**src/rtl/tick_timer_wdt_pkg.sv**
```systemverilog
package tick_timer_wdt_pkg;

   // Mode bits held between commands.
   typedef struct packed {
      logic tb_en;
      logic wd_en;
      logic irq_en;
      logic tone_on;
      logic tone_fast;
   } mode_t;

   localparam mode_t MODE_RESET = '0;

   // Mask of the low counter bits that span one period for a given rate.
   function automatic logic [31:0] period_mask(input int unsigned width,
                                               input int unsigned code);
      logic [31:0] m;
      m = (32'd1 << width) - 32'd1;
      return m >> code;
   endfunction

endpackage

```
**src/rtl/tick_timer_wdt_modes.sv**
```systemverilog
module tick_timer_wdt_modes
   import tick_timer_wdt_pkg::*;
#(
   parameter int RATE_W     = 3,
   parameter int RESET_RATE = 7
) (
   input  logic              clk,
   input  logic              rst_n,
   input  logic [RATE_W-1:0] rate_i,
   input  logic              cmd_rate_i,
   input  logic              cmd_tb_en_i,
   input  logic              cmd_tb_dis_i,
   input  logic              cmd_wd_en_i,
   input  logic              cmd_wd_dis_i,
   input  logic              cmd_irq_en_i,
   input  logic              cmd_irq_dis_i,
   input  logic              cmd_tone_on_i,
   input  logic              cmd_tone_off_i,
   input  logic              cmd_tone_hi_i,
   input  logic              cmd_tone_lo_i,
   output mode_t             mode_o,
   output logic [RATE_W-1:0] rate_o
);

   localparam logic [RATE_W-1:0] RATE_INIT = RATE_W'(RESET_RATE);

   mode_t             mode_q;
   logic [RATE_W-1:0] rate_q;

   // Where both commands arrive together, the "off" side wins.
   always_ff @(posedge clk or negedge rst_n) begin
      if (!rst_n) begin
         mode_q <= MODE_RESET;
         rate_q <= RATE_INIT;
      end else begin
         if (cmd_tb_dis_i)        mode_q.tb_en     <= 1'b0;
         else if (cmd_tb_en_i)    mode_q.tb_en     <= 1'b1;
         if (cmd_wd_dis_i)        mode_q.wd_en     <= 1'b0;
         else if (cmd_wd_en_i)    mode_q.wd_en     <= 1'b1;
         if (cmd_irq_dis_i)       mode_q.irq_en    <= 1'b0;
         else if (cmd_irq_en_i)   mode_q.irq_en    <= 1'b1;
         if (cmd_tone_off_i)      mode_q.tone_on   <= 1'b0;
         else if (cmd_tone_on_i)  mode_q.tone_on   <= 1'b1;
         if (cmd_tone_lo_i)       mode_q.tone_fast <= 1'b0;
         else if (cmd_tone_hi_i)  mode_q.tone_fast <= 1'b1;
         if (cmd_rate_i)          rate_q           <= rate_i;
      end
   end

   assign mode_o = mode_q;
   assign rate_o = rate_q;

endmodule

```
**src/rtl/tick_timer_wdt_timebase.sv**
```systemverilog
module tick_timer_wdt_timebase
   import tick_timer_wdt_pkg::*;
#(
   parameter int PRE_W  = 15,
   parameter int RATE_W = 3
) (
   input  logic              clk,
   input  logic              rst_n,
   input  logic              tick_i,
   input  logic              clear_i,
   input  logic [RATE_W-1:0] rate_i,
   output logic              wave_o,
   output logic              period_end_o
);

   localparam int NUM_RATES = 1 << RATE_W;
   localparam logic [PRE_W-1:0] ONE = PRE_W'(1);

   logic [PRE_W-1:0]     pre_q;
   logic [PRE_W-1:0]     mask;
   logic [NUM_RATES-1:0] taps;
   logic                 pend_q;

   // Rate k picks the prescaler bit that toggles 2^(k+1) times per second.
   for (genvar g = 0; g < NUM_RATES; g++) begin : g_tap
      assign taps[g] = pre_q[PRE_W-1-g];
   end

   assign mask = PRE_W'(period_mask(PRE_W, 32'(rate_i)));

   always_ff @(posedge clk or negedge rst_n) begin
      if (!rst_n) begin
         pre_q  <= '0;
         pend_q <= 1'b0;
      end else if (clear_i) begin
         pre_q  <= '0;
         pend_q <= 1'b0;
      end else if (tick_i) begin
         pre_q  <= pre_q + ONE;
         pend_q <= ((pre_q & mask) == mask);
      end
   end

   assign wave_o       = taps[rate_i];
   assign period_end_o = pend_q;

endmodule

```
**src/rtl/tick_timer_wdt_watchdog.sv**
```systemverilog
module tick_timer_wdt_watchdog
   import tick_timer_wdt_pkg::*;
#(
   parameter int PRE_W           = 15,
   parameter int RATE_W          = 3,
   parameter int WD_PERIODS_LOG2 = 2
) (
   input  logic              clk,
   input  logic              rst_n,
   input  logic              tick_i,
   input  logic              enable_i,
   input  logic              clear_i,
   input  logic              restart_i,
   input  logic [RATE_W-1:0] rate_i,
   output logic              flag_o
);

   localparam int WD_W = PRE_W + WD_PERIODS_LOG2;
   localparam logic [WD_W-1:0] ONE = WD_W'(1);

   logic [WD_W-1:0] cnt_q;
   logic [WD_W-1:0] term;
   logic            flag_q;

   // The last count before overflow spans the requested number of periods.
   assign term = WD_W'(period_mask(WD_W, 32'(rate_i)));

   always_ff @(posedge clk or negedge rst_n) begin
      if (!rst_n) begin
         cnt_q  <= '0;
         flag_q <= 1'b0;
      end else if (clear_i) begin
         cnt_q  <= '0;
         flag_q <= 1'b0;
      end else if (restart_i) begin
         cnt_q  <= '0;
      end else if (tick_i && enable_i && !flag_q) begin
         if (cnt_q == term) begin
            cnt_q  <= '0;
            flag_q <= 1'b1;
         end else begin
            cnt_q  <= cnt_q + ONE;
         end
      end
   end

   assign flag_o = flag_q;

endmodule

```
**src/rtl/tick_timer_wdt_tone.sv**
```systemverilog
module tick_timer_wdt_tone #(
   parameter int TONE_W = 4
) (
   input  logic clk,
   input  logic rst_n,
   input  logic tick_i,
   input  logic fast_i,
   output logic wave_o
);

   localparam logic [TONE_W-1:0] ONE = TONE_W'(1);

   logic [TONE_W-1:0] div_q;

   always_ff @(posedge clk or negedge rst_n) begin
      if (!rst_n)      div_q <= '0;
      else if (tick_i) div_q <= div_q + ONE;
   end

   if (TONE_W == 1) begin : g_single
      assign wave_o = div_q[0];
   end else begin : g_dual
      assign wave_o = fast_i ? div_q[TONE_W-2] : div_q[TONE_W-1];
   end

endmodule

```
**src/rtl/tick_timer_wdt.sv**
```systemverilog
module tick_timer_wdt
   import tick_timer_wdt_pkg::*;
#(
   parameter int PRE_W           = 15,
   parameter int RATE_W          = 3,
   parameter int WD_PERIODS_LOG2 = 2,
   parameter int TONE_W          = 4,
   parameter int RESET_RATE      = (1 << RATE_W) - 1
) (
   input  logic              clk,
   input  logic              rst_n,
   input  logic              tick_i,
   input  logic [RATE_W-1:0] rate_i,
   input  logic              cmd_rate_i,
   input  logic              cmd_tb_en_i,
   input  logic              cmd_tb_dis_i,
   input  logic              cmd_tb_clr_i,
   input  logic              cmd_wd_en_i,
   input  logic              cmd_wd_dis_i,
   input  logic              cmd_wd_clr_i,
   input  logic              cmd_irq_en_i,
   input  logic              cmd_irq_dis_i,
   input  logic              cmd_tone_on_i,
   input  logic              cmd_tone_off_i,
   input  logic              cmd_tone_hi_i,
   input  logic              cmd_tone_lo_i,
   output logic              tb_clk_o,
   output logic              wd_flag_o,
   output logic              irq_n_o,
   output logic              tone_o
);

   localparam int NUM_RATES = 1 << RATE_W;

   if (PRE_W < NUM_RATES) begin : g_chk_pre
      $error("PRE_W must cover one prescaler bit per rate code");
   end
   if (RESET_RATE >= NUM_RATES) begin : g_chk_rate
      $error("RESET_RATE lies outside the rate code range");
   end
   if (PRE_W + WD_PERIODS_LOG2 > 31) begin : g_chk_wd
      $error("watchdog counter too wide");
   end
   if (TONE_W < 1) begin : g_chk_tone
      $error("TONE_W must be at least 1");
   end

   mode_t             mode_q;
   logic [RATE_W-1:0] rate_q;
   logic              tb_wave;
   logic              tb_pend;
   logic              wd_raw;
   logic              tone_wave;

   tick_timer_wdt_modes #(
      .RATE_W     (RATE_W),
      .RESET_RATE (RESET_RATE)
   ) u_modes (
      .clk            (clk),
      .rst_n          (rst_n),
      .rate_i         (rate_i),
      .cmd_rate_i     (cmd_rate_i),
      .cmd_tb_en_i    (cmd_tb_en_i),
      .cmd_tb_dis_i   (cmd_tb_dis_i),
      .cmd_wd_en_i    (cmd_wd_en_i),
      .cmd_wd_dis_i   (cmd_wd_dis_i),
      .cmd_irq_en_i   (cmd_irq_en_i),
      .cmd_irq_dis_i  (cmd_irq_dis_i),
      .cmd_tone_on_i  (cmd_tone_on_i),
      .cmd_tone_off_i (cmd_tone_off_i),
      .cmd_tone_hi_i  (cmd_tone_hi_i),
      .cmd_tone_lo_i  (cmd_tone_lo_i),
      .mode_o         (mode_q),
      .rate_o         (rate_q)
   );

   tick_timer_wdt_timebase #(
      .PRE_W  (PRE_W),
      .RATE_W (RATE_W)
   ) u_timebase (
      .clk          (clk),
      .rst_n        (rst_n),
      .tick_i       (tick_i),
      .clear_i      (cmd_tb_clr_i),
      .rate_i       (rate_q),
      .wave_o       (tb_wave),
      .period_end_o (tb_pend)
   );

   tick_timer_wdt_watchdog #(
      .PRE_W           (PRE_W),
      .RATE_W          (RATE_W),
      .WD_PERIODS_LOG2 (WD_PERIODS_LOG2)
   ) u_watchdog (
      .clk       (clk),
      .rst_n     (rst_n),
      .tick_i    (tick_i),
      .enable_i  (mode_q.wd_en),
      .clear_i   (cmd_wd_clr_i | cmd_wd_dis_i),
      .restart_i (cmd_rate_i),
      .rate_i    (rate_q),
      .flag_o    (wd_raw)
   );

   tick_timer_wdt_tone #(
      .TONE_W (TONE_W)
   ) u_tone (
      .clk    (clk),
      .rst_n  (rst_n),
      .tick_i (tick_i),
      .fast_i (mode_q.tone_fast),
      .wave_o (tone_wave)
   );

   assign tb_clk_o  = mode_q.tb_en & tb_wave;
   assign wd_flag_o = mode_q.wd_en & wd_raw;
   assign irq_n_o   = ~(mode_q.irq_en & ((mode_q.tb_en & tb_pend) | wd_flag_o));
   assign tone_o    = mode_q.tone_on & tone_wave;

endmodule

```
**config.mk**
```make
export PLATFORM = sky130hd
export DESIGN_NAME = tick_timer_wdt
export DESIGN_NICKNAME = d
export VERILOG_FILES = /design/src/rtl/tick_timer_wdt_pkg.sv /design/src/rtl/tick_timer_wdt_modes.sv /design/src/rtl/tick_timer_wdt_timebase.sv /design/src/rtl/tick_timer_wdt_watchdog.sv /design/src/rtl/tick_timer_wdt_tone.sv /design/src/rtl/tick_timer_wdt.sv
export SDC_FILE = /design/constraint.sdc
export NUM_CORES = 1
export LEC_CHECK = 0
export BUFFER_PORTS_ARGS = -buffer_cell sky130_fd_sc_hd__clkbuf_2
export CAP_MARGIN = 40
export CORE_UTILIZATION = 47
export DETAILED_ROUTE_END_ITERATION = 16
export PLACE_DENSITY_LB_ADDON = 0.1
export SLEW_MARGIN = 20
export SYNTH_ARGS = -nofsm -noshare
export SYNTH_HDL_FRONTEND = slang
export SYNTH_SLANG_ARGS = --single-unit
```
**constraint.sdc**
```tcl
create_clock -name clk -period 5.4 [get_ports clk]
set_input_delay 0.54 -clock clk [delete_from_list [all_inputs] [get_ports clk]]
set_output_delay 0.54 -clock clk [all_outputs]
set_load 0.05 [all_outputs]
```
==> flow_summary_export.csv <==
group,metric,value,unit
power,p_sw,177,µW
worst_setup_path,crit_chain,"mux4_2 -> mux2i_1 -> nor2b_1 -> clkbuf_2",
synth,ys_seq_area_share,47.1,%
global_route,grt_pass1_vias,1719,
cts,cts_buffer_depth,2,
cts,holdBufCountCts,0,
worst_setup_path,rr_worst_depth,5,
worst_setup_path,crit_type,"flip-flop to output pin",
synth,synth_area,2450,µm²
power,max-vdd-ir-drop,140,µV
power,power_frac_comb,11.6,%
detailed_routing,avgViaCountPerCell,5.46,
cts,cts_setup_buffers,0,
run,cap_violations,0,
power,p_per_area,254,nW/µm²
floorplanning,start_util,50.3,%
cts,clk_pin_slew,0.09,ns
synth,synth-seq-cells,46,
cts,cts_made_buffers,5,
cts,cts_tree,"yes",
synth,syn_nets,266,
status,status,"complete, no violations",
floorplanning,die_w,74.3,µm
synth,yosys_warnings,0,
floorplanning,num_rows,25,
detailed_routing,drcViolationCount,0,
placement,io_buffers,22,
cts,cts_repair_resize_count,0,
synth,synth_top_area_share,43.9,%
power,switching_share,25.8,%
cts,clock-sinks,46,
detailed_routing,drtAntennaViolNets,0,
worst_setup_path,r2r-end,"u_watchdog.cnt_q[1]",
power,leakage,1.19,nW
timing,worst-slew-pin-transition,0.617,ns
worst_setup_path,cpPeakStageDelay,0.70,ns
cts,htreeDepth,2,
timing,period_needed,2.57,ns
worst_setup_path,worstPathMaxFanout,14,
min_path,hp-class,"primary input to async pin",
worst_setup_path,critPathRequiredTime,4.86,ns
timing,finalSetupViolations,0,
detailed_routing,initialDrtViolationCount,156,
finish,fill_cells,448,
worst_setup_path,startpoint,"u_modes.rate_o[1]",
timing,drv_slew,0,
synth,yosysUniqueCellTypes,51,
worst_setup_path,r2r-start,"u_modes.rate_o[1]",
worst_setup_path,cp.arrival,2.03,ns
synth,synthArstFlopShare,100,%
floorplanning,die_area,5510,µm²
worst_setup_path,endpoint,"tb_clk_o",
global_route,antenna_found_initial,0,
finish,drive_gt1_share,17.4,%
timing,rsz0062_at_grt,"no",
detailed_routing,via_count,1812,
synth,ys.flop_type,"dfrtp_1",
detailed_routing,dr.pass1.iters,5,
synth,syn_inst,244,
cts,clkLatencyLatePin,0.30,ns
global_route,grt_pass1_wl,8.09,mm
worst_setup_path,crit_family,"multiplexers",
worst_setup_path,reg2reg_slack,3.21,ns
global_route,grt_max_degree,47,
synth,synth_top_area_cell,"dfrtp_1",
finish,antennaDiodeCount,0,
worst_setup_path,crit_cells,4,
floorplanning,io_pins,23,
floorplanning,core-area,4880,µm²
timing,slew_headroom,58.6,%
power,clkPwrFrac,31.3,%
placement,routabilityCongestion,0.755,
synth,yosys-top-cells-area,"dfrtp_1, xor2_1, nor2_1",
global_route,grt_usage,19.4,%
finish,finalInstanceArea,2700,µm²
timing,min_period_over_period,47.6,%
finish,num-nets-final,286,
power,seqPwrFrac,57.1,%
cts,clock-root-buffer,"clkbuf_8",
placement,dp_hpwl,3.34,mm
finish,syn2layout_area_growth,10.1,%
worst_setup_path,cp-start-kind,"flip-flop",
synth,synth_edf_count,0,
finish,final_core_util,55.4,%
power,p_int,509,µW
timing,fin_skew,0.0106,ns
synth,postSynthAreaPerCell,10.1,µm²
detailed_routing,wl_per_cell,14.1,µm
power,power,686,µW
worst_setup_path,slowest_stage,"dfstp_2",
detailed_routing,drt_wl_total,4.68,mm
worst_setup_path,critPathCaptureType,"output pin",
floorplanning,die_y,74.3,µm
placement,place_area,2610,µm²
timing,setup_tns,0,ns
global_route,overflow,0,
timing,fmax,0.389,GHz
timing,hold_viol,0,
worst_setup_path,crit_buf_inv,1,
[worst reg2reg max path, stage by stage, from the launching register on]
cell	delay (ns)
dfstp_2	0.70
nand2b_1	0.12
a2111oi_2	0.30
a41oi_1	0.14
or4_4	0.57
a32o_1	0.27
[metal layers]
| layer | up-vias | global-route usage, % | wire [µm] |
|---|---|---|---|
| met1 | 878 | 27.8 | 2360 |
| met5 | - | 0 | 0 |
| met2 | 29 | 29.5 | 2140 |
| met4 | 0 | 5.45 | 32 |
| met3 | 2 | 4.47 | 149 |
| li1 | 903 | - | - |
[through the flow]
step                cells  hold WS (ns)  worst slack (ns)
finish                332         0.328              2.83
global route          332         0.371              2.73
CTS                   332         0.352              2.80
detailed placement    324         0.472              3.04
global placement      324         0.466              3.09
floorplan             244         0.244              2.99
[area by class of cell]
cell class | count | area (µm²) | share of cell area, %
Clock buffer | 7 | 86.3 | 3.19
Tap cell | 67 | 83.8 | 3.10
Sequential cell | 46 | 1150 | 42.7
Timing Repair Buffer | 23 | 118 | 4.35
Clock inverter | 1 | 5.00 | 0.185
Multi-Input combinational cell | 183 | 1240 | 45.7
Inverter | 5 | 18.8 | 0.694
[power by group through the flow]
stage	clock network [mW]	registers [mW]	logic [mW]
2_1_floorplan	0	0.388	0.0644
3_3_place_gp	0	0.398	0.0787
5_1_grt	0.234	0.396	0.0903
4_1_cts	0.221	0.392	0.0815
6_report	0.214	0.392	0.0797
3_5_place_dp	0	0.399	0.0814
[flip-flops by register name (all words and copies together), names as in the netlist]
name and flops:
u_watchdog.cnt_q 17, u_tone.div_q 4, u_timebase.pre_q 15, u_watchdog.flag_o 1, u_modes.rate_o 3, u_modes.mode_o 5
u_timebase.period_end_o 1
[worst min path at each step]
stage               startpoint  cells past startpoint  slack (ns)                   end
3_5_place_dp   u_tone.div_q[3]                      1        0.47       u_tone.div_q[3]
4_1_cts                  rst_n                      2        0.35  u_watchdog.cnt_q[16]
2_1_floorplan            rst_n                      0        0.24     u_modes.mode_o[0]
6_report                 rst_n                      2        0.33   u_watchdog.cnt_q[5]
3_3_place_gp   u_tone.div_q[3]                      1        0.47       u_tone.div_q[3]
5_1_grt                  rst_n                      2        0.37     u_modes.mode_o[0]
[synth_stat cells, drive strengths merged (2+ instances only)]
| cell type | instances |
|---|---|
| a41o | 2 |
| and4 | 2 |
| nand2 | 19 |
| xnor2 | 12 |
| ha | 3 |
| xor2 | 18 |
| nand4 | 8 |
| or3 | 3 |
| and4b | 2 |
| o21ai | 5 |
| dfrtp | 43 |
| nor2 | 34 |
| and2 | 4 |
| buf | 3 |
| nor3 | 12 |
| clkbuf | 7 |
| a22o | 2 |
| nand2b | 2 |
| nor4 | 4 |
| nand3 | 12 |
| o2111a | 2 |
| mux2i | 3 |
| a21oi | 2 |
| mux2 | 3 |
| nor2b | 3 |
| inv | 5 |
| dfstp | 3 |
| and3 | 7 |
| o31ai | 2 |
| mux4 | 2 |
[placed cells by master (no fill, tap or decap), types with 3 or more instances in the layout]
cell,instances
and2_1,4
and3_1,6
clkbuf_2,22
clkbuf_8,6
dfrtp_1,43
dfstp_2,3
ha_1,3
inv_1,5
mux2_2,3
mux2i_1,3
nand2_1,18
nand3_1,12
nand4_1,8
nor2_1,34
nor2b_1,3
nor3_1,11
nor4_1,3
o21ai_0,5
or3_1,3
xnor2_1,12
xor2_1,18
[logic make-up after synthesis]
kind of cell,share of synthesized area (%)
AND/OR/NAND/NOR,25.0
buffers and inverters,2.55
multiplexers,4.44
flip-flops,47.1
AO/OA/AOI/OAI,8.31
adder cells (fa/ha/maj),1.94
XOR/XNOR,10.7
(Power assumes the default switching activity.)
